### config.mk
export PLATFORM = sky130hd
export DESIGN_NAME = fir_mac16
export DESIGN_NICKNAME = d
export VERILOG_FILES = /design/src/rtl/fir_mac16.sv
export SDC_FILE = /design/constraint.sdc
export NUM_CORES = 1
export LEC_CHECK = 0
export BUFFER_PORTS_ARGS = -buffer_cell sky130_fd_sc_hd__buf_2
export CORE_MARGIN = 2
export CORE_UTILIZATION = 35
export CTS_BUF_LIST = sky130_fd_sc_hd__clkbuf_16
export DETAILED_ROUTE_END_ITERATION = 12
export GPL_TIMING_DRIVEN = 0
export PLACE_DENSITY = 0.59
export SYNTH_ARGS = -nofsm -noshare
export SYNTH_HDL_FRONTEND = slang
export SYNTH_SLANG_ARGS = --single-unit
### constraint.sdc
create_clock -name clk -period 8.73 [get_ports clk]
set_clock_uncertainty 0.05 [all_clocks]
set_input_delay 1.746 -clock clk [delete_from_list [all_inputs] [get_ports clk]]
set_output_delay 1.746 -clock clk [all_outputs]
set_load 0.005 [all_outputs]
### src/rtl/fir_mac16.sv
module fir_mac16 #(
  parameter int DW   = 16,
  parameter int FRAC = 12,
  parameter int NTAP = 16,
  parameter int AW   = 40,
  parameter logic [NTAP*DW-1:0] COEFS = {
    16'h1B33, 16'h1666, 16'h14CD, 16'h1E66, 16'h119A, 16'h1800, 16'h1000, 16'h199A,
    16'h1000, 16'h1333, 16'h1CCD, 16'h1B33, 16'h1000, 16'h1000, 16'h1800, 16'h119A}
) (
  input  logic                 clk,
  input  logic                 rst_n,
  input  logic                 in_req,
  output logic                 in_ack,
  input  logic signed [DW-1:0] in_data,
  output logic                 out_req,
  input  logic                 out_ack,
  output logic signed [DW-1:0] out_data
);
  localparam int CW  = $clog2(NTAP);
  localparam int PW  = 2 * DW;
  localparam int LAT = NTAP + 1;
  localparam int SW  = $clog2(LAT + 2);
  localparam logic [CW-1:0] LAST = CW'(NTAP - 1);
  localparam logic signed [DW-1:0] POS_MAX = {1'b0, {(DW-1){1'b1}}};
  localparam logic signed [DW-1:0] NEG_MAX = {1'b1, {(DW-1){1'b0}}};
  localparam logic signed [AW-1:0] HALF = {{(AW-1){1'b0}}, 1'b1} << (FRAC - 1);

  typedef enum logic [1:0] {S_IDLE, S_RUN, S_DONE, S_HOLD} state_t;

  state_t               st;
  logic [CW-1:0]        idx;
  logic [CW-1:0]        cidx;
  logic signed [DW-1:0] taps [NTAP];
  logic signed [AW-1:0] acc;
  logic signed [DW-1:0] op_s, op_c;
  logic signed [PW-1:0] prod;
  logic signed [AW-1:0] rnd, shf;
  logic                 ovf;
  logic                 take;

  assign in_ack  = (st == S_IDLE);
  assign out_req = (st == S_HOLD);
  assign take    = in_req && in_ack;

  assign cidx = LAST - idx;
  assign op_s = taps[idx];
  assign op_c = COEFS[cidx*DW +: DW];
  assign prod = op_s * op_c;

  assign rnd = acc + HALF;
  assign shf = rnd >>> FRAC;
  assign ovf = !((&shf[AW-1:DW-1]) || !(|shf[AW-1:DW-1]));

  always_ff @(posedge clk) begin
    if (!rst_n) begin
      st       <= S_IDLE;
      idx      <= '0;
      acc      <= '0;
      out_data <= '0;
      for (int j = 0; j < NTAP; j++) taps[j] <= '0;
    end else begin
      case (st)
        S_IDLE: if (in_req) begin
          taps[0] <= in_data;
          acc     <= '0;
          idx     <= '0;
          st      <= S_RUN;
        end
        S_RUN: begin
          acc <= acc + AW'(prod);
          idx <= idx + 1'b1;
          if (idx == LAST) st <= S_DONE;
        end
        S_DONE: begin
          out_data <= ovf ? (shf[AW-1] ? NEG_MAX : POS_MAX) : shf[DW-1:0];
          for (int j = NTAP - 1; j > 0; j--) taps[j] <= taps[j-1];
          st <= S_HOLD;
        end
        default: if (out_ack) st <= S_IDLE;
      endcase
    end
  end

  logic [SW-1:0] since_take;
  always_ff @(posedge clk) begin
    if (!rst_n) since_take <= '0;
    else if (take) since_take <= SW'(1);
    else if (since_take != '0 && since_take != SW'(LAT + 1)) since_take <= since_take + 1'b1;
  end


  latency_chk: assert property (@(posedge clk) disable iff (!rst_n)
    $rose(out_req) |-> since_take == SW'(LAT + 1));


  hold_chk: assert property (@(posedge clk) disable iff (!rst_n)
    (out_req && !out_ack) |=> (out_req && $stable(out_data)));


  release_chk: assert property (@(posedge clk) disable iff (!rst_n)
    (out_req && out_ack) |=> !out_req);


  busy_chk: assert property (@(posedge clk) disable iff (!rst_n)
    out_req |-> !in_ack);


  accept_chk: assert property (@(posedge clk) disable iff (!rst_n)
    take |=> !in_ack);
endmodule

==> reports/results.txt <==
simple-gate share of the synthesized area = 12.63%
final hold viol count = 0
largest family of logic cells by synthesized area = adder cells
RD Place Congestion = 0.9309
top post-synthesis cells by area = edfxtp_1 (30%), fa_1 (21%), inv_1 (8.3%), ha_1 (6.8%), and3_1 (6.0%)
H-Tree Depth = 2
total grt overflow = 0
Post-Synthesis Cells = 2405
outcome = finished, final reports clean
RSZ-0062 raised after global routing = false
syn_nets = 2837
first-pass GRT wire length = 106200 µm
Clock Tree Root = clkbuf_16
width of the die = 275.4 µm
Final Max Slew Viols = 0
Initial Util = 35.33%
CTS tree = yes
critical path endpoint category = register
synthesized area = 0.02578 mm²
final net count = 2919
Die Height = 275.4 µm
mux share of post-synthesis cell area = 7.125%
Main synth FF type = edfxtp_1
WP buf/inv = 8
Synth Register Bits = 322
R2R Setup Slk = 0.40 ns
most frequent cells after synthesis = inv_1 (572), fa_1 (272), edfxtp_1 (256), and3_1 (246), ha_1 (140)
Max Cap Viol = 0
family with the most delay on the worst path = adder cells
fraction of the mapped netlist area in adder cells = 27.92%
Avg Cell Area, Syn = 10.72 µm²
register area share after synthesis = 34.95%
ys async rst share = 0%
cell taking the most area after synthesis = edfxtp_1
actual slew at the worst max-slew pin = 1.302 ns
CP max stage delay = 0.60 ns
Hold Path Class = register to register
f_max = 120.0 MHz
Num Clock Sinks = 322
final setup violation count = 0
total number of vias = 17940
Antenna Nets Post-Route = 0
most frequent CP cell = fa_1
vias per inst = 5.162
Ys Warns = 0
clk_lat worst skew = 0.57 ns
wire per inst = 19.37 µm
DIE AREA = 0.07584 mm²
post-synth top area share = 29.82%
crit start category = register
CP max FO = 10
max-slew headroom at the worst pin = 12.88%
placement row count = 99
Post-route DRC = 0
Synth Area in Compound Gates = 5.504%
Num CTS Buffers = 39
slowest CP cell = mux4_2
Crit Path Class = register to register
most common cell in the netlist = inv_1
CP arrival = 8.78 ns
IO Port Bufs = 37
Setup TNS Final = 0 ns
post-detail-place hpwl = 52250 µm
Worst-path clk slew = 0.06 ns
total track usage = 18.22%
largest net degree at the start of global routing = 124
Area Overhead vs Synth = 11.01%
Distinct cells, synth = 64
drt total wl = 67310 µm
vias in the first global route = 18370
number of DRC markers in iteration 0 = 1554
Worst Path Required = 9.18 ns
Pre-Repair DR Iteration Count = 5
share of cells above drive strength 1 = 9.583%
Post-Synth XOR/XNOR Area = 1.835%
CORE AREA = 0.07296 mm²
initial antenna violation count = 3
CTS max path bufs = 3
post-layout min period = 8.330 ns
Post-synth EDFFs = 256
io pins = 38
Tcrit/Tclk final = 95.42%
-- sequential cells by signal, summed over array words and instances (netlist names), named ones only --
register / count
st: 2
acc: 40
taps: 256
out_data: 16
idx: 4
-- cell type report --
| type | instances | area, µm² |
|---|---|---|
| fillers | 7034 | 44340 |
| multi-input cells | 1400 | 14280 |
| flip-flops and latches | 322 | 9009 |
| inverters | 572 | 2155 |
| well taps | 959 | 1200 |
| clock buffers | 40 | 1001 |
| plain buffers | 111 | 484.2 |
| repair buffers | 41 | 242.7 |
| clock inverters | 29 | 241.5 |
| diodes | 1 | 2.502 |
-- metrics by stage --
| step | instance area [µm²] | instances | hold WS, ns | setup WS, ns | utilization [%] |
|---|---|---|---|---|---|
| floorplan | 25780 | 2405 | 0.3862 | 0.9806 | - |
| global placement | 27160 | 3401 | 0.3939 | -1.724 | 37.23 |
| detailed placement | 27220 | 3403 | 0.4010 | -1.090 | 37.30 |
| CTS | 28530 | 3472 | 0.4075 | 0.009202 | 39.10 |
| global route | 28610 | 3474 | 0.4323 | 0.006908 | 39.22 |
| finish | 28620 | 3475 | 0.4075 | 0.3998 | 39.22 |
-- cell families (layout without fill, tap and decap cells) --
logic type,after synthesis,after routing
other cells,0,1
compound gates,217,217
buf+inv,683,793
simple gates,618,618
fa+ha+maj,412,412
xor+xnor,54,54
flops,322,322
mux,99,99
-- final timing paths --
check / end / startpoint / cells after the start
worst min register to register: acc[2] / acc[2] / 2
worst min-delay path: acc[2] / acc[2] / 2
worst max-delay path: acc[38] / register / 28
worst max register to register: acc[38] / register / 28
-- what timing repair did --
item | 4_1_cts | 5_1_grt
pin swaps | 0 | 1
hold buffers | 0 | 0
gates resized for setup | 30 | 32
setup endpoints to repair | 23 | 15
setup buffers | 0 | 2
-- cell usage in the layout, fill, tap and decap left out, types with 21 or more instances in the layout --
| master | Yosys | final |
|---|---|---|
| a21o_1 | 22 | 22 |
| a21oi_1 | 56 | 55 |
| and2_1 | 22 | 22 |
| and3_1 | 246 | 246 |
| buf_2 | 5 | 40 |
| clkbuf_1 | 91 | 84 |
| clkbuf_16 | 0 | 40 |
| dfxtp_1 | 66 | 66 |
| edfxtp_1 | 256 | 256 |
| fa_1 | 272 | 271 |
| ha_1 | 140 | 140 |
| inv_1 | 572 | 575 |
| mux4_2 | 66 | 66 |
| nand2_1 | 135 | 135 |
| nand3_1 | 32 | 32 |
| nor2_1 | 105 | 103 |
| o21ai_0 | 47 | 45 |
| xnor2_1 | 33 | 33 |
| xor2_1 | 21 | 21 |
-- per-layer routing --
metal  global-route usage (%)  routed length, µm
met1                    25.37              29250
met2                    28.40              30660
met3                    3.515               4923
met4                    6.415               2481
met5                        0                  0
-- worst register-to-register path: cells and delay by family (launching register included) --
family / cells / cell delay, ns
fa+ha+maj: 7 / 3.35
mux: 2 / 0.97
flops: 1 / 0.31
compound gates: 8 / 1.89
buf+inv: 8 / 1.17
simple gates: 3 / 0.50
Power is left out: the tool's default activity adds up to more than one toggle a clock period on the data nets, which glitch-free logic cannot reach.
